[config.mk]
export PLATFORM = sky130hd
export DESIGN_NAME = tbk_decoder
export DESIGN_NICKNAME = d
export VERILOG_FILES = /design/src/rtl/tbk_pkg.sv /design/src/rtl/tbk_surv_mem.sv /design/src/rtl/tbk_walker.sv /design/src/rtl/tbk_frame_ctrl.sv /design/src/rtl/tbk_decoder.sv
export SDC_FILE = /design/constraint.sdc
export NUM_CORES = 1
export LEC_CHECK = 0
export ABC_CLOCK_PERIOD_IN_PS = 4210
export BUFFER_PORTS_ARGS = -buffer_cell sky130_fd_sc_hd__clkbuf_2
export CORE_MARGIN = 4
export CORE_UTILIZATION = 25
export CTS_CLUSTER_DIAMETER = 50
export DETAILED_ROUTE_END_ITERATION = 12
export HOLD_SLACK_MARGIN = 0.1
export REMOVE_ABC_BUFFERS = 1
export SYNTH_ARGS = -nofsm -noshare
export SYNTH_HDL_FRONTEND = slang
export SYNTH_HIERARCHICAL = 1
export SYNTH_SLANG_ARGS = --single-unit
[constraint.sdc]
create_clock -name clk -period 4.21 [get_ports clk]
set_input_delay 0.2105 -clock clk [delete_from_list [all_inputs] [get_ports clk]]
set_output_delay 0.2105 -clock clk [all_outputs]
set_load 0.05 [all_outputs]
[src/rtl/tbk_pkg.sv]
package tbk_pkg;

    localparam int DEF_STATES = 4;
    localparam int DEF_STAGES = 8;
    localparam int DEF_TAIL   = 2;

    typedef enum logic [1:0] {
        PH_COLLECT,
        PH_TRACE,
        PH_EMIT,
        PH_DONE
    } phase_e;

    // Control strobes handed from the frame controller to the datapath
    typedef struct packed {
        logic wr_en;
        logic walk_start;
        logic walk_step;
    } ctl_t;

endpackage

[src/rtl/tbk_surv_mem.sv]
module tbk_surv_mem #(
    parameter int NS    = tbk_pkg::DEF_STATES,
    parameter int DEPTH = tbk_pkg::DEF_STAGES,
    localparam int AW   = $clog2(DEPTH),
    localparam int SW   = $clog2(NS)
) (
    input  logic          clk,
    input  logic          rst,
    input  logic          we,
    input  logic [AW-1:0] wcol,
    input  logic [NS-1:0] wvec,
    input  logic [AW-1:0] rcol,
    input  logic [SW-1:0] rstate,
    output logic          rbit
);

    logic [NS-1:0] col_q [DEPTH];

    // Selective update: only the addressed column is written
    always_ff @(posedge clk) begin
        for (int c = 0; c < DEPTH; c++) begin
            if (rst) begin
                col_q[c] <= '0;
            end else if (we && (wcol == AW'(c))) begin
                col_q[c] <= wvec;
            end
        end
    end

    assign rbit = col_q[rcol][rstate];

endmodule

[src/rtl/tbk_walker.sv]
module tbk_walker #(
    parameter int NS    = tbk_pkg::DEF_STATES,
    parameter int DEPTH = tbk_pkg::DEF_STAGES,
    localparam int AW   = $clog2(DEPTH),
    localparam int SW   = $clog2(NS)
) (
    input  logic             clk,
    input  logic             rst,
    input  logic             start,
    input  logic             step,
    input  logic [AW-1:0]    col,
    input  logic             rbit,
    output logic [SW-1:0]    cur_state,
    output logic [DEPTH-1:0] bits
);

    logic [SW-1:0] pred;

    // Predecessor: shift the state up, fill the low bit with the inverted decision
    assign pred = {cur_state[SW-2:0], ~rbit};

    always_ff @(posedge clk) begin
        if (rst) begin
            cur_state <= '0;
            bits      <= '0;
        end else if (start) begin
            cur_state <= '0;
        end else if (step) begin
            bits[col] <= cur_state[0];
            cur_state <= pred;
        end
    end


    start_zero_chk: assert property (@(posedge clk) disable iff (rst)
        start |=> (cur_state == '0));


    parity_bit_chk: assert property (@(posedge clk) disable iff (rst)
        step |=> (bits[$past(col)] == $past(cur_state[0])));

endmodule

[src/rtl/tbk_frame_ctrl.sv]
module tbk_frame_ctrl
    import tbk_pkg::*;
#(
    parameter int DEPTH = tbk_pkg::DEF_STAGES,
    parameter int INFO  = tbk_pkg::DEF_STAGES - tbk_pkg::DEF_TAIL,
    localparam int AW   = $clog2(DEPTH),
    localparam int CW   = AW + 1
) (
    input  logic          clk,
    input  logic          rst,
    input  logic          dec_valid,
    input  logic          frame_end,
    output logic          in_ready,
    output ctl_t          ctl,
    output logic [AW-1:0] wcol,
    output logic [AW-1:0] rcol,
    output logic [AW-1:0] emit_idx,
    output logic          bit_valid,
    output logic          done
);

    phase_e        phase;
    logic [CW-1:0] cnt;
    logic [CW-1:0] cnt_nx;
    logic [AW-1:0] ptr;
    logic          accept;

    always_comb begin
        in_ready        = (phase == PH_COLLECT) && (cnt < CW'(DEPTH));
        ctl.wr_en       = dec_valid && in_ready;
        cnt_nx          = cnt + CW'(ctl.wr_en);
        accept          = (phase == PH_COLLECT) && frame_end && (cnt_nx == CW'(DEPTH));
        ctl.walk_start  = accept;
        ctl.walk_step   = (phase == PH_TRACE);
        bit_valid       = (phase == PH_EMIT);
        done            = (phase == PH_DONE);
        wcol            = cnt[AW-1:0];
        rcol            = ptr;
    end

    always_ff @(posedge clk) begin
        if (rst) begin
            phase    <= PH_COLLECT;
            cnt      <= '0;
            ptr      <= '0;
            emit_idx <= '0;
        end else begin
            case (phase)
                PH_COLLECT: begin
                    cnt <= cnt_nx;
                    if (accept) begin
                        phase <= PH_TRACE;
                        ptr   <= AW'(DEPTH - 1);
                    end
                end
                PH_TRACE: begin
                    if (ptr == '0) begin
                        phase    <= PH_EMIT;
                        emit_idx <= '0;
                    end else begin
                        ptr <= ptr - 1'b1;
                    end
                end
                PH_EMIT: begin
                    if (emit_idx == AW'(INFO - 1)) begin
                        phase <= PH_DONE;
                    end else begin
                        emit_idx <= emit_idx + 1'b1;
                    end
                end
                default: begin
                    phase <= PH_COLLECT;
                    cnt   <= '0;
                end
            endcase
        end
    end


    cnt_bound_chk: assert property (@(posedge clk) disable iff (rst)
        cnt <= CW'(DEPTH));


    done_pulse_chk: assert property (@(posedge clk) disable iff (rst)
        done |=> !done);


    ready_after_done_chk: assert property (@(posedge clk) disable iff (rst)
        done |=> in_ready);


    busy_ready_chk: assert property (@(posedge clk) disable iff (rst)
        ctl.walk_start |=> !in_ready);


    emit_after_walk_chk: assert property (@(posedge clk) disable iff (rst)
        $rose(bit_valid) |-> $past(ctl.walk_step));

endmodule

[src/rtl/tbk_decoder.sv]
module tbk_decoder
    import tbk_pkg::*;
#(
    parameter int NUM_STATES   = tbk_pkg::DEF_STATES,
    parameter int FRAME_STAGES = tbk_pkg::DEF_STAGES,
    parameter int TAIL_STAGES  = tbk_pkg::DEF_TAIL,
    localparam int INFO_BITS   = FRAME_STAGES - TAIL_STAGES,
    localparam int AW          = $clog2(FRAME_STAGES),
    localparam int SW          = $clog2(NUM_STATES)
) (
    input  logic                  clk,
    input  logic                  rst,
    input  logic [NUM_STATES-1:0] dec_vec,
    input  logic                  dec_valid,
    input  logic                  frame_end,
    output logic                  in_ready,
    output logic                  bit_out,
    output logic                  bit_valid,
    output logic                  done
);

    ctl_t                    ctl;
    logic [AW-1:0]           wcol;
    logic [AW-1:0]           rcol;
    logic [AW-1:0]           emit_idx;
    logic [SW-1:0]           cur_state;
    logic                    rbit;
    logic [FRAME_STAGES-1:0] bits;

    tbk_frame_ctrl #(
        .DEPTH(FRAME_STAGES),
        .INFO (INFO_BITS)
    ) u_ctrl (
        .clk      (clk),
        .rst      (rst),
        .dec_valid(dec_valid),
        .frame_end(frame_end),
        .in_ready (in_ready),
        .ctl      (ctl),
        .wcol     (wcol),
        .rcol     (rcol),
        .emit_idx (emit_idx),
        .bit_valid(bit_valid),
        .done     (done)
    );

    tbk_surv_mem #(
        .NS   (NUM_STATES),
        .DEPTH(FRAME_STAGES)
    ) u_mem (
        .clk   (clk),
        .rst   (rst),
        .we    (ctl.wr_en),
        .wcol  (wcol),
        .wvec  (dec_vec),
        .rcol  (rcol),
        .rstate(cur_state),
        .rbit  (rbit)
    );

    tbk_walker #(
        .NS   (NUM_STATES),
        .DEPTH(FRAME_STAGES)
    ) u_walk (
        .clk      (clk),
        .rst      (rst),
        .start    (ctl.walk_start),
        .step     (ctl.walk_step),
        .col      (rcol),
        .rbit     (rbit),
        .cur_state(cur_state),
        .bits     (bits)
    );

    assign bit_out = bit_valid ? bits[emit_idx] : 1'b0;


    quiet_bit_chk: assert property (@(posedge clk) disable iff (rst)
        !bit_valid |-> !bit_out);

endmodule

# Yosys cells after proc, flatten, opt, wreduce, memory -nomap -nowiden
# Memories as Yosys holds them, arrays and structs flattened. A register that Yosys moved wholly into a read port is not among the register bits.
# Index checks and enable logic that the tools add are counted.
[totals]
regBits = 22
ramBits = 32
input_bits = 8
output_inout_bits = 4
elab_cells = 121
n_memories = 1
[classes]
add_sub_neg = 3
n_lt_le_gt_ge = 5
n_eq_ne = 17
n_mux = 55
n_bitwise = 10
reduce_logical = 24
[mem_list]
columns = ["memory", "depth", "width", "read_ports", "rd_clocked_by_memory_dff", "wr", "line", "text"]
rows = [
  ["u_mem.col_q", 8, 4, 1, 1, 8, "tbk_surv_mem.sv:17", "logic [NS-1:0] col_q [DEPTH];"],
]
[ops]
columns = ["cell", "count"]
rows = [
  ["$mux W4", 8],
  ["$mux W1", 30],
  ["$mux W3", 6],
  ["$eq A3 B3 Y1 const B", 5],
  ["$logic_and A1 B1 Y1", 13],
  ["$pmux W3 S2", 2],
  ["$reduce_and A3 Y1", 3],
  ["$bwmux W8", 1],
  ["$lt A3 B4 Y1 const B", 2],
  ["$or A1 B1 Y1", 8],
  ["$pmux W4 S2", 1],
  ["$eq A3 B2 Y1 const B", 2],
  ["$logic_not A3 Y1", 2],
  ["$mux W2", 3],
  ["$ne A2 B2 Y1 const B", 3],
  ["$pmux W2 S3", 1],
  ["$add A4 B1 Y4", 1],
  ["$eq A2 B2 Y1 const B", 2],
  ["$eq A4 B4 Y1 const B", 1],
  ["$lt A4 B4 Y1 const B", 1],
  ["$ne A2 B1 Y1 const B", 2],
  ["$reduce_bool A2 Y1", 2],
  ["$reduce_or A2 Y1", 2],
  ["$add A3 B1 Y3 const B", 1],
  ["11 further kinds", 12],
]

# Depth between registers and ports, before layout
# Gate-level depths: netlist (run 1).
[logic_depth]
depth_word = 10
mapped_depth = 13
mapped_depth_nobuf = 12

# By module
# The synthesis (run 1) kept the hierarchy.
[by_module_without_submodules]
columns = ["mod", "n_inst", "cells_each", "area_per_inst_um2", "seq_area_each_um2"]
rows = [
  ["tbk_surv_mem", 1, 131, 1632.8, 960.9],
  ["tbk_frame_ctrl", 1, 94, 775.7, 240.2],
  ["tbk_walker", 1, 46, 483.0, 200.2],
  ["tbk_decoder", 1, 7, 71.3, 0.0],
]

# Worst setup path after synthesis (run 1)
# No wires, ideal clock.
[synth_timing]
kind = "flip-flop to flip-flop"
from = "register u_ctrl.phase[0]"
to = "register u_walk.bits[4]"
t_arrival_ns = 2.985
t_required_ns = 4.138
setup_slack_ns = 1.153
stages_incl_launch_ff = 14
n_path_buf = 1
cell_sequence = "dfxtp_1 -> inv_1 -> ha_1 -> and2b_1 -> and2_1 -> ha_1 -> ha_1 -> xor2_1 -> nor4b_4 -> and2_2 -> buf_4 -> nand2b_2 -> nor4b_4 -> mux2i_1"
[synth_lines]
columns = ["element", "line", "text"]
rows = [
  ["start: declaration", "tbk_frame_ctrl.sv:22", "phase_e phase;"],
  ["start signal: assignment", "tbk_frame_ctrl.sv:43", "phase <= PH_COLLECT;"],
  ["start signal: assignment", "tbk_frame_ctrl.sv:52", "phase <= PH_TRACE;"],
  ["start signal: assignment", "tbk_frame_ctrl.sv:58", "phase <= PH_EMIT;"],
  ["end signal: indexed assignment", "tbk_walker.sv:29", "bits[col] <= cur_state[0];"],
  ["end: declaration", "tbk_walker.sv:14", "output logic [DEPTH-1:0] bits"],
]

==> impl_table.tex, run 1 <==
\begin{tabular}{lr}
\hline
Metric & Value \\
\hline
\multicolumn{2}{l}{\textbf{Setup path}} \\
\quad Critical Path, Cell by Cell & inv\_1 > ha\_1 > and2b\_1 > and2\_1 > ha\_1 > ha\_1 > xor2\_1 > nor4b\_4 > and2\_2 > nand2b\_2 > nor4b\_4 > mux2i\_1 \\
\quad Critical-path cell with the highest stage delay & dfxtp\_1 \\
\quad Number of buffers and inverters on the critical path & 1 \\
\quad Arrival time at the worst endpoint & slightly above 3 ns \\
\quad Worst setup SP type & register \\
\quad Kind of critical path & register to register \\
\quad Top Family by Delay on Critical Path & simple AND/OR/NAND/NOR gates \\
\quad Setup slack, reg-to-reg & $\sim$1.3 ns \\
\quad Most used cell along the critical path & ha\_1 \\
\quad Capturing element type of the critical path & register \\
\quad Required arrival time at the worst endpoint & $\sim$4.4 ns \\
\quad Largest stage delay on the critical path & around 0.38 ns \\
\quad Largest fanout on the critical path & 7 \\
\multicolumn{2}{l}{\textbf{Layout}} \\
\quad Final \#Nets & $\sim$300 \\
\quad Fraction of final layout cells sized beyond drive strength 1 & a little over a tenth \\
\quad Fill count & between 1000 and 1500 \\
\quad Number of antenna diodes & 0 \\
\quad Area growth syn-to-layout & 9.97\% \\
\multicolumn{2}{l}{\textbf{Placed design}} \\
\quad Detail Placement HPWL & 4280 um \\
\quad Placer's final routability congestion estimate & approximately 0.76 \\
\quad IO Port Bufs & 11 \\
\multicolumn{2}{l}{\textbf{Synth}} \\
\quad Most frequent cell after synthesis & and2\_1 \\
\quad Count of state elements after synthesis & 54 \\
\quad Synth top cells by count & and2\_1 (35), edfxtp\_1 (32), mux2i\_1 (26) \\
\quad Sequential share of the synthesized area & a little under half \\
\quad Post-synthesis cell count & $\sim$280 \\
\quad Share of Yosys cell area claimed by the top area cell type & 32.4\% \\
\quad Synth area leader & edfxtp\_1 \\
\quad Warnings, synthesis & 6 \\
\quad Top post-synthesis cells by area & edfxtp\_1 (32\%), dfxtp\_1 (15\%), mux2i\_1 (8.8\%) \\
\quad Area of the mapped netlist & between 2000 and 3000 um2 \\
\quad Top FF cell, synth & edfxtp\_1 \\
\quad Number of enable flip-flop cells after synthesis & 32 \\
\quad Number of library cell types mapped by synthesis & 45 \\
\quad Proportion of synthesized flip-flops having asynchronous set or reset & 0\% \\
\quad Per-instance average area after synthesis & between 10 and 15 um2 \\
\multicolumn{2}{l}{\textbf{Clock tree}} \\
\quad Worst skew pair latency & between 0.2 and 0.3 ns \\
\quad Buffer count from post-CTS setup fixing & 0 \\
\quad CTS sink count & 54 \\
\quad TritonCTS clock tree & done \\
\quad CTS Buf Count & 5 \\
\quad Quantity of hold-fixing buffers added after cts & 0 \\
\quad Clock transition time at the flip-flop clock pins of the worst setup and hold paths & roughly 0.07 ns \\
\quad Deepest level of the CTS H-tree & 2 \\
\quad Count of cells resized by post-cts repair & 0 \\
\quad CTS Root Buffer Type & clkbuf\_16 \\
\quad Maximum clock insertion buffer count & 2 \\
\multicolumn{2}{l}{\textbf{Floorplan}} \\
\quad Area enclosed by the die boundary & approximately 14000 um2 \\
\quad Area of the core & 11500 um2 \\
\quad FP Rows & 39 \\
\quad Height of the die & $\sim$120 um \\
\quad IO Pins & 12 \\
\quad Die outline width & between 100 and 150 um \\
\quad Effective utilization at floorplan & between 20\% and 30\% \\
\multicolumn{2}{l}{\textbf{Routing}} \\
\quad Violation count after the first detailed-routing iteration & 96 \\
\quad Total Wirelength & between 5000 and 6000 um \\
\quad Remaining antenna violation count after routing & 0 \\
\quad Initial DRT Pass Iterations & 4 \\
\quad Average vias per placed instance & between 4 and 5 \\
\quad Number of vias in the routed layout & 1978 \\
\quad Drt wl/cell & 13.8 um \\
\quad DRC violations left & 0 \\
\multicolumn{2}{l}{\textbf{Timing}} \\
\quad Setup TNS & 0 ns \\
\quad RSZ-0062 raised after global routing & false \\
\quad Final Critical Period & roughly 2.9 ns \\
\quad Fraction of the cycle the final worst path needs & between 60\% and 70\% \\
\quad Final hold violation count & 0 \\
\quad Actual transition at the worst max-transition pin & between 0.7 and 0.8 ns \\
\quad Max-slew violation count & 0 \\
\quad Remaining max-slew budget at the tightest pin & 52.8\% \\
\quad Top achievable clock speed & approximately 0.35 GHz \\
\quad Final setup violation count & 0 \\
\quad Final clock skew & approximately 0.0073 ns \\
\multicolumn{2}{l}{\textbf{GRT}} \\
\quad Number of antenna violations at the first check in global routing & 0 \\
\quad Vias in the first global route & roughly 2000 \\
\quad Maximum number of pins on one net before global-route repair & 34 \\
\quad Remaining Overflow, GRT & 0 \\
\quad First-pass GRT wire length & roughly 9700 um \\
\quad Overall global routing resource usage & roughly 8.9\% \\
\multicolumn{2}{l}{\textbf{Pwr}} \\
\quad Leakage dissipation & 1.13 nW \\
\quad Highest ir drop seen on vdd & roughly 0.14 mV \\
\quad Cell Pwr Density & 322 nW/um2 \\
\quad Total chip power & $\sim$0.0010 W \\
\multicolumn{2}{l}{\textbf{Hold path}} \\
\quad Kind of path behind the tightest hold check & input pin to register \\
\multicolumn{2}{l}{\textbf{Flow run}} \\
\quad Count of maximum capacitance violations & 0 \\
\multicolumn{2}{l}{\textbf{Run status}} \\
\quad Status & finished clean \\
\hline
\end{tabular}
[final timing paths]
path | start | end | cells after the start
min | dec_vec[2] | u_mem/col_q[0][2] | 2
max | u_ctrl/phase[0] | u_walk/bits[4] | 12
min reg2reg | u_walk/bits[0] | u_walk/bits[0] | 2
max reg2reg | u_ctrl/phase[0] | u_walk/bits[4] | 12
[layout by cell type, fill, tap and decap left out, types with 5 or more instances in the layout]
master      n
and2_1     35
inv_1       8
nand2b_1   15
o21bai_1    6
dfxtp_1    22
clkbuf_2   11
edfxtp_1   32
mux2i_1    26
nand3_1     5
nand2_1    18
a21oi_1    13
nor2_1     23
ha_1       10
nor3_1      6
clkbuf_16   5
[state kept, by name, indices dropped and copies added (netlist names)]
signal / flops
u_walk/cur_state: 2
u_ctrl/emit_idx: 3
u_walk/bits: 8
u_ctrl/rcol: 3
u_ctrl/phase: 2
u_mem/col_q: 32
u_ctrl/cnt: 4
[where the power goes]
part / internal [W] / leakage [nW] / switching (W)
logic: 0.0000232 / 0.548 / 0.0000387
clock network: 0.000221 / 0.0708 / 0.000181
registers: 0.000577 / 0.511 / 0.00000871
[area by class of cell]
type | count | area, um2 | area share, %
timing repair buffer | 12 | 62.6 | 1.92
clock buffer | 6 | 129 | 3.96
sequential | 54 | 1400 | 43.0
clock inverter | 2 | 13.8 | 0.422
tap | 143 | 179 | 5.49
inverter | 8 | 30.0 | 0.922
multi-input combinational | 204 | 1440 | 44.3
[kinds of logic after synthesis]
group | count (synthesis) | synth area share, %
fa+ha+maj | 10 | 4.22
compound gates | 44 | 10.2
mux | 29 | 10.4
buf+inv | 20 | 4.01
xor+xnor | 1 | 0.296
simple gates | 120 | 23.6
flops | 54 | 47.3
[metal layers]
| layer | GRT usage, % | wire, um | part of all wire [%] | vias to the layer above |
|---|---|---|---|---|
| li1 | - | - | - | 1004 |
| met2 | 16.3 | 3080 | 52 | 9 |
| met1 | 10.8 | 2690 | 46 | 963 |
| met4 | 2.75 | 55 | 0.93 | 0 |
| met5 | 0 | 0 | 0 | - |
| met3 | 1.39 | 81 | 1.4 | 2 |
[stage by stage]
stage / utilization [%] / hold slack [ns] / setup WS, ns / std cells / instance area (um2)
after floorplan: - / 0.280 / 1.25 / 266 / 2870
after global placement: 27.1 / 0.453 / 1.41 / 421 / 3120
after detailed placement: 27.1 / 0.458 / 1.32 / 421 / 3120
after CTS: 28.3 / 0.343 / 1.29 / 429 / 3260
after global routing: 28.3 / 0.360 / 1.09 / 429 / 3260
final: 28.3 / 0.336 / 1.32 / 429 / 3260
[worst register-to-register path: stages (launching register included)]
cell,delay [ns]
dfxtp_1,0.38
inv_1,0.08
ha_1,0.26
and2b_1,0.21
and2_1,0.21
ha_1,0.23
ha_1,0.22
xor2_1,0.23
nor4b_4,0.08
and2_2,0.22
nand2b_2,0.23
nor4b_4,0.29
mux2i_1,0.21
Power figures use the tool's default switching activity.
==> run 2: changes to the inputs <==
--- a/config.mk
+++ b/config.mk
@@ -5,7 +5,7 @@
 export SDC_FILE = /design/constraint.sdc
 export NUM_CORES = 1
 export LEC_CHECK = 0
-export ABC_CLOCK_PERIOD_IN_PS = 4210
+export ABC_CLOCK_PERIOD_IN_PS = 2640
 export BUFFER_PORTS_ARGS = -buffer_cell sky130_fd_sc_hd__clkbuf_2
 export CORE_MARGIN = 4
 export CORE_UTILIZATION = 25
==> constraint.sdc (replaced) <==
create_clock -name clk -period 2.64 [get_ports clk]
set_input_delay 0.132 -clock clk [delete_from_list [all_inputs] [get_ports clk]]
set_output_delay 0.132 -clock clk [all_outputs]
set_load 0.05 [all_outputs]
==> impl_table.tex, run 2 (synthesis results as in run 1) <==
\begin{tabular}{lr}
\hline
Metric & Value \\
\hline
\multicolumn{2}{l}{\textbf{Floorplan}} \\
\quad Die outline width & 117 um (unchanged) \\
\quad Area enclosed by the die boundary & 13700 um2 (unchanged) \\
\quad Area of the core & 11500 um2 (unchanged) \\
\quad FP Rows & 39 (unchanged) \\
\quad Effective utilization at floorplan & 25.7\% (unchanged) \\
\quad Height of the die & 117 um (unchanged) \\
\quad IO Pins & 12 (unchanged) \\
\multicolumn{2}{l}{\textbf{Clock tree}} \\
\quad CTS sink count & 54 (unchanged) \\
\quad Clock transition time at the flip-flop clock pins of the worst setup and hold paths & 0.06 ns (was 0.07 ns) \\
\quad Maximum clock insertion buffer count & 2 (unchanged) \\
\quad CTS Root Buffer Type & clkbuf\_16 (unchanged) \\
\quad TritonCTS clock tree & done (unchanged) \\
\quad Worst skew pair latency & 0.29 ns (about the same) \\
\quad Quantity of hold-fixing buffers added after cts & 0 (unchanged) \\
\quad CTS Buf Count & 5 (unchanged) \\
\quad Deepest level of the CTS H-tree & 2 (unchanged) \\
\multicolumn{2}{l}{\textbf{Setup path}} \\
\quad Critical Path, Cell by Cell & inv\_1 > ha\_2 > and2b\_1 > and2\_4 > ha\_4 > ha\_4 > xor2\_2 > nor4b\_4 > buf\_4 > a21oi\_4 > or3b\_4 > a21oi\_2 (was inv\_1 > ha\_1 > and2b\_1 > and2\_1 > ha\_1 > ha\_1 > xor2\_1 > nor4b\_4 > and2\_2 > nand2b\_2 > nor4b\_4 > mux2i\_1) \\
\quad Critical-path cell with the highest stage delay & or3b\_4 (was dfxtp\_1) \\
\quad Kind of critical path & register to register (unchanged) \\
\quad Largest fanout on the critical path & 4 (was 7) \\
\quad Arrival time at the worst endpoint & 2.72 ns (was 3.11 ns) \\
\quad Capturing element type of the critical path & register (unchanged) \\
\quad Required arrival time at the worst endpoint & 2.86 ns (was 4.43 ns) \\
\quad Largest stage delay on the critical path & 0.37 ns (was 0.38 ns) \\
\quad Most used cell along the critical path & ha\_4 (was ha\_1) \\
\quad Worst setup SP type & register (unchanged) \\
\multicolumn{2}{l}{\textbf{Flow run}} \\
\quad Count of maximum capacitance violations & 0 (unchanged) \\
\multicolumn{2}{l}{\textbf{GRT}} \\
\quad Busiest layer in global routing & met2 (unchanged) \\
\quad Met3 Use GR & 1.80\% (was 1.39\%) \\
\quad Met1 usage in global routing & 11.3\% (was 10.8\%) \\
\quad Maximum number of pins on one net before global-route repair & 25 (was 34) \\
\quad Vias in the first global route & 1945 (was 2007) \\
\quad Number of antenna violations at the first check in global routing & 0 (unchanged) \\
\quad First-pass GRT wire length & 9830 um (was 9680 um) \\
\quad Remaining Overflow, GRT & 0 (unchanged) \\
\quad Overall global routing resource usage & 9.31\% (was 8.92\%) \\
\quad Fraction of met2 tracks used by global routing & 16.6\% (was 16.3\%) \\
\multicolumn{2}{l}{\textbf{Pwr}} \\
\quad Sw frac & 21.9\% (was 21.8\%) \\
\quad Share of total power in the clock network & 37.7\% (was 38.3\%) \\
\quad Highest ir drop seen on vdd & 0.218 mV (was 0.142 mV) \\
\quad Relative contribution of sequential cells to total power & 55.5\% (was 55.8\%) \\
\quad Cell Int Power & 0.00132 W (was 0.000821 W) \\
\quad Part of the total power dissipated in combinational logic & 6.8\% (was 5.9\%) \\
\quad Cell Pwr Density & 493 nW/um2 (was 322 nW/um2) \\
\quad Leakage dissipation & 1.20 nW (was 1.13 nW) \\
\quad Total chip power & 0.00169 W (was 0.00105 W) \\
\quad Net switching power figure & 0.000369 W (was 0.000229 W) \\
\multicolumn{2}{l}{\textbf{Layout}} \\
\quad Area growth syn-to-layout & 15.4\% (was 9.97\%) \\
\quad Number of antenna diodes & 0 (unchanged) \\
\quad Max reg flops & 32 (unchanged) \\
\quad Post-layout instance area & 3420 um2 (was 3260 um2) \\
\quad Finished Core Util & 29.7\% (was 28.3\%) \\
\quad Fraction of final layout cells sized beyond drive strength 1 & 17.4\% (was 10.5\%) \\
\quad Largest register by flop count & u\_mem/col\_q (unchanged) \\
\quad Most common cell after layout, fill and taps aside & and2\_1 (unchanged) \\
\quad Highest-count cells in the layout ignoring fill and taps & and2\_1 (34), edfxtp\_1 (32), mux2i\_1 (26) (was and2\_1 (35), edfxtp\_1 (32), mux2i\_1 (26)) \\
\quad Biggest registers after layout & u\_mem/col\_q (32), u\_walk/bits (8), u\_ctrl/cnt (4) (unchanged) \\
\quad Final \#Nets & 315 (was 303) \\
\multicolumn{2}{l}{\textbf{Timing}} \\
\quad PnR worst setup slack & 0.134 ns (was 1.32 ns) \\
\quad Final Critical Period & 2.51 ns (was 2.89 ns) \\
\quad Final setup violation count & 0 (unchanged) \\
\quad Top achievable clock speed & 0.399 GHz (was 0.346 GHz) \\
\quad Fraction of the cycle the final worst path needs & 94.9\% (was 68.7\%) \\
\quad Max-slew violation count & 0 (unchanged) \\
\quad Remaining max-slew budget at the tightest pin & 62.2\% (was 52.8\%) \\
\quad Fin Hold WS & 0.238 ns (was 0.336 ns) \\
\quad Final clock skew & 0.00836 ns (was 0.00734 ns) \\
\quad Final hold violation count & 0 (unchanged) \\
\quad Actual transition at the worst max-transition pin & 0.566 ns (was 0.707 ns) \\
\multicolumn{2}{l}{\textbf{Routing}} \\
\quad Average vias per placed instance & 4.61 (about the same) \\
\quad Initial DRT Pass Iterations & 6 (was 4) \\
\quad Violation count after the first detailed-routing iteration & 145 (was 96) \\
\quad Drt wl/cell & 13.7 um (was 13.8 um) \\
\quad DRC violations left & 0 (unchanged) \\
\quad Remaining antenna violation count after routing & 0 (unchanged) \\
\quad Number of vias in the routed layout & 2034 (was 1978) \\
\quad Total Wirelength & 6050 um (was 5910 um) \\
\multicolumn{2}{l}{\textbf{Placed design}} \\
\quad IO Port Bufs & 11 (unchanged) \\
\quad Area after DPL & 3180 um2 (was 3120 um2) \\
\quad Placer's final routability congestion estimate & 0.758 (was 0.763) \\
\quad Detail Placement HPWL & 4350 um (was 4280 um) \\
\quad Pre-CTS worst setup slack & 0.0155 ns (was 1.32 ns) \\
\multicolumn{2}{l}{\textbf{Run status}} \\
\quad Status & finished clean (unchanged) \\
\multicolumn{2}{l}{\textbf{Hold path}} \\
\quad Kind of path behind the tightest hold check & input pin to register (unchanged) \\
\hline
\end{tabular}
## run 2: worst paths after layout
path,start,to,slack (ns),cells past startpoint
worst max-delay path,u_ctrl/phase[0],u_ctrl/phase[1],0.13,12
worst min-delay path,dec_vec[2],u_mem/col_q[1][2],0.24,2
worst max register to register,u_ctrl/phase[0],u_ctrl/phase[1],0.13,12
worst min register to register,u_walk/bits[5],u_walk/bits[5],0.48,2
## run 2: through the flow
step	TNS, ns	std cells
final	0	441
after global routing	-0.0147	441
after CTS	0	438
after detailed placement	0	430
after global placement	0	430
after floorplan	-2.73	266
## run 2: layout make-up
type / count / area [um2]
clock buffer: 5 / 125
clock inverter: 3 / 16.3
fill: 1199 / 8100
inverter: 8 / 30.0
multi-input combinational: 204 / 1510
sequential: 54 / 1400
tap: 143 / 179
timing repair buffer: 24 / 153
## run 2: routing by layer
layer / share of wire (%) / vias to the layer above
met5: 0 / -
met4: 1.5 / 0
met3: 2.6 / 6
met2: 52 / 25
met1: 44 / 976
li1: - / 1027
## run 2: worst max-delay path: cells and delay by family (launching register included)
family	cells	cell delay [ns]
AO/OA/AOI/OAI	2	0.21
buffers and inverters	2	0.22
adder cells (fa/ha/maj)	3	0.51
flip-flops	1	0.32
XOR/XNOR	1	0.15
AND/OR/NAND/NOR	4	1.00
## run 2: what timing repair did
item                       4_1_cts  5_1_grt
setup endpoints to repair        2       12
cloned                           0        0
resized for setup                1       14
pin swaps                        0        5
setup buffers                    0        3
## run 2: power by group through the flow
| stage | registers, W | logic (W) | clock network (W) |
|---|---|---|---|
| after floorplan | 0.000947 | 0.0000648 | 0 |
| after global placement | 0.000953 | 0.000103 | 0 |
| after detailed placement | 0.000953 | 0.000104 | 0 |
| after CTS | 0.000934 | 0.000105 | 0.000655 |
| after global routing | 0.000938 | 0.000129 | 0.000687 |
| final | 0.000935 | 0.000115 | 0.000635 |
==> run 3: changes to the inputs <==
--- a/config.mk
+++ b/config.mk
@@ -9,10 +9,12 @@
 export BUFFER_PORTS_ARGS = -buffer_cell sky130_fd_sc_hd__clkbuf_2
 export CORE_MARGIN = 4
 export CORE_UTILIZATION = 25
+export CTS_BUF_LIST = sky130_fd_sc_hd__clkbuf_8
 export CTS_CLUSTER_DIAMETER = 50
 export DETAILED_ROUTE_END_ITERATION = 12
 export HOLD_SLACK_MARGIN = 0.1
 export REMOVE_ABC_BUFFERS = 1
+export SKIP_LAST_GASP = 1
 export SYNTH_ARGS = -nofsm -noshare
 export SYNTH_HDL_FRONTEND = slang
 export SYNTH_HIERARCHICAL = 1
==> impl_table.tex, run 3 (synthesis results as in run 1) <==
\begin{tabular}{lr}
\hline
Metric & Value \\
\hline
\multicolumn{2}{l}{\textbf{Layout}} \\
\quad Most common cell after layout, fill and taps aside & and2\_1 (unchanged) \\
\quad Finished Core Util & 29.1\% (was 29.7\%) \\
\quad Fraction of final layout cells sized beyond drive strength 1 & 17.4\% (unchanged) \\
\quad Final \#Nets & 315 (unchanged) \\
\quad Max reg flops & 32 (unchanged) \\
\quad Area of combinational cells with multiple inputs & 1500 um2 (was 1510 um2) \\
\quad Number of antenna diodes & 0 (unchanged) \\
\quad Biggest registers after layout & u\_mem/col\_q (32), u\_walk/bits (8), u\_ctrl/cnt (4) (unchanged) \\
\quad Largest register by flop count & u\_mem/col\_q (unchanged) \\
\quad Area of all sequential standard cells & 1400 um2 (unchanged) \\
\quad Highest-count cells in the layout ignoring fill and taps & and2\_1 (34), edfxtp\_1 (32), mux2i\_1 (26) (unchanged) \\
\quad Fill count & 1217 (was 1199) \\
\quad Area growth syn-to-layout & 13.2\% (was 15.4\%) \\
\multicolumn{2}{l}{\textbf{Flow run}} \\
\quad Count of maximum capacitance violations & 0 (unchanged) \\
\multicolumn{2}{l}{\textbf{GRT}} \\
\quad Maximum number of pins on one net before global-route repair & 25 (unchanged) \\
\quad Remaining Overflow, GRT & 0 (unchanged) \\
\quad Overall global routing resource usage & 9.31\% (unchanged) \\
\quad First-pass GRT wire length & 9800 um (was 9830 um) \\
\quad Vias in the first global route & 1949 (was 1945) \\
\quad Number of antenna violations at the first check in global routing & 0 (unchanged) \\
\multicolumn{2}{l}{\textbf{Routing}} \\
\quad DRC violations left & 0 (unchanged) \\
\quad Initial DRT Pass Iterations & 4 (was 6) \\
\quad Violation count after the first detailed-routing iteration & 165 (was 145) \\
\quad Total Wirelength & 6080 um (was 6050 um) \\
\quad Drt wl/cell & 13.8 um (was 13.7 um) \\
\quad Remaining antenna violation count after routing & 0 (unchanged) \\
\quad Number of vias in the routed layout & 2033 (was 2034) \\
\quad Average vias per placed instance & 4.61 (about the same) \\
\multicolumn{2}{l}{\textbf{Pwr}} \\
\quad Cell Pwr Density & 449 nW/um2 (was 493 nW/um2) \\
\quad Leakage dissipation & 1.17 nW (was 1.20 nW) \\
\quad Highest ir drop seen on vdd & 0.170 mV (was 0.218 mV) \\
\multicolumn{2}{l}{\textbf{Timing}} \\
\quad Fin Hold WS & 0.206 ns (was 0.238 ns) \\
\quad Actual transition at the worst max-transition pin & 0.556 ns (was 0.566 ns) \\
\quad Final Critical Period & 2.51 ns (about the same) \\
\quad Final setup violation count & 0 (unchanged) \\
\quad Max-slew violation count & 0 (unchanged) \\
\quad Remaining max-slew budget at the tightest pin & 62.9\% (was 62.2\%) \\
\quad Final hold violation count & 0 (unchanged) \\
\quad Final clock skew & 0.0101 ns (was 0.00836 ns) \\
\quad Top achievable clock speed & 0.398 GHz (was 0.399 GHz) \\
\quad RSZ-0062 raised after global routing & false \\
\quad Fraction of the cycle the final worst path needs & 95.1\% (was 94.9\%) \\
\quad Setup TNS & 0 ns (unchanged) \\
\multicolumn{2}{l}{\textbf{Setup path}} \\
\quad Most used cell along the critical path & ha\_4 (unchanged) \\
\quad Setup slack, reg-to-reg & 0.13 ns (about the same) \\
\quad Critical-path cell with the highest stage delay & or3b\_4 (unchanged) \\
\quad Top Family by Delay on Critical Path & simple AND/OR/NAND/NOR gates (unchanged) \\
\quad Largest fanout on the critical path & 4 (unchanged) \\
\quad Required arrival time at the worst endpoint & 2.88 ns (was 2.86 ns) \\
\quad Critical Path, Cell by Cell & inv\_1 > ha\_2 > and2b\_1 > and2\_4 > ha\_4 > ha\_4 > xor2\_2 > nor4b\_4 > buf\_4 > a21oi\_4 > or3b\_4 > a21oi\_2 (unchanged) \\
\quad Largest stage delay on the critical path & 0.37 ns (about the same) \\
\quad Arrival time at the worst endpoint & 2.75 ns (was 2.72 ns) \\
\quad Worst setup SP type & register (unchanged) \\
\quad Number of buffers and inverters on the critical path & 2 (unchanged) \\
\quad Capturing element type of the critical path & register (unchanged) \\
\quad Kind of critical path & register to register (unchanged) \\
\multicolumn{2}{l}{\textbf{Clock tree}} \\
\quad TritonCTS clock tree & done (unchanged) \\
\quad Clock transition time at the flip-flop clock pins of the worst setup and hold paths & 0.09 ns (was 0.06 ns) \\
\quad Deepest level of the CTS H-tree & 2 (unchanged) \\
\quad CTS Root Buffer Type & clkbuf\_8 (was clkbuf\_16) \\
\quad CTS Buf Count & 5 (unchanged) \\
\quad Worst skew pair latency & 0.32 ns (was 0.29 ns) \\
\quad CTS sink count & 54 (unchanged) \\
\quad Maximum clock insertion buffer count & 2 (unchanged) \\
\multicolumn{2}{l}{\textbf{Placed design}} \\
\quad IO Port Bufs & 11 (unchanged) \\
\quad Placer's final routability congestion estimate & 0.758 (unchanged) \\
\quad Detail Placement HPWL & 4350 um (unchanged) \\
\multicolumn{2}{l}{\textbf{Floorplan}} \\
\quad Area enclosed by the die boundary & 13700 um2 (unchanged) \\
\quad Height of the die & 117 um (unchanged) \\
\quad IO Pins & 12 (unchanged) \\
\quad Area of the core & 11500 um2 (unchanged) \\
\quad FP Rows & 39 (unchanged) \\
\quad Effective utilization at floorplan & 25.7\% (unchanged) \\
\quad Die outline width & 117 um (unchanged) \\
\multicolumn{2}{l}{\textbf{Hold path}} \\
\quad Kind of path behind the tightest hold check & input pin to register (unchanged) \\
\multicolumn{2}{l}{\textbf{Run status}} \\
\quad Status & finished clean (unchanged) \\
\hline
\end{tabular}
## run 3: cell counts in the layout (fill, tap and decap cells not counted)
Identical to the previous run, type by type.
## run 3: metrics by stage
stage / cell area, um2 / total power [W] / worst slack, ns / instances
after CTS: 3280 / 0.00151 / 0.0196 / 438
after global placement: 3180 / 0.00106 / 0.0538 / 430
after detailed placement: 3180 / 0.00106 / 0.0155 / 430
final: 3350 / 0.00151 / 0.130 / 441
after global routing: 3350 / 0.00157 / 0.00704 / 441
after floorplan: 2870 / 0.00101 / -0.318 / 266
## run 3: layout make-up
class | count | share of cell area (%)
Sequential cell | 54 | 41.9
Tap cell | 143 | 5.33
Clock inverter | 3 | 0.485
Timing Repair Buffer | 24 | 4.55
Inverter | 8 | 0.895
Clock buffer | 5 | 2.05
Multi-Input combinational cell | 204 | 44.8
## run 3: routing by layer
metal  up-vias  part of all wire (%)  global-route usage (%)
met5         -                     0                       0
met4         0                   1.7                    3.21
met3         7                   2.1                    1.80
met2        14                    52                    16.5
met1       985                    44                    11.2
li1       1027                     -                       -
## run 3: timing repair
item | 4_1_cts | 5_1_grt
hold buffers | 0 | 0
gates resized for setup | 1 | 13
pin swaps | 0 | 5
hold endpoints to repair | 0 | 0
setup buffers | 0 | 3
endpoints found under the setup margin | 2 | 12
## run 3: power breakdown
| part | total (W) | internal, W | switching [W] |
|---|---|---|---|
| Sequential | 0.000935 | 0.000919 | 0.0000159 |
| Clock | 0.000455 | 0.000182 | 0.000273 |
| Combinational | 0.000115 | 0.0000496 | 0.0000653 |
## run 3: final timing paths
check / depth (start not counted) / from / endpoint
min reg2reg: 2 / u_walk/bits[5] / u_walk/bits[5]
max reg2reg: 12 / u_ctrl/phase[0] / u_ctrl/phase[1]
max: 12 / u_ctrl/phase[0] / u_ctrl/phase[1]
min: 2 / dec_vec[2] / u_mem/col_q[1][2]
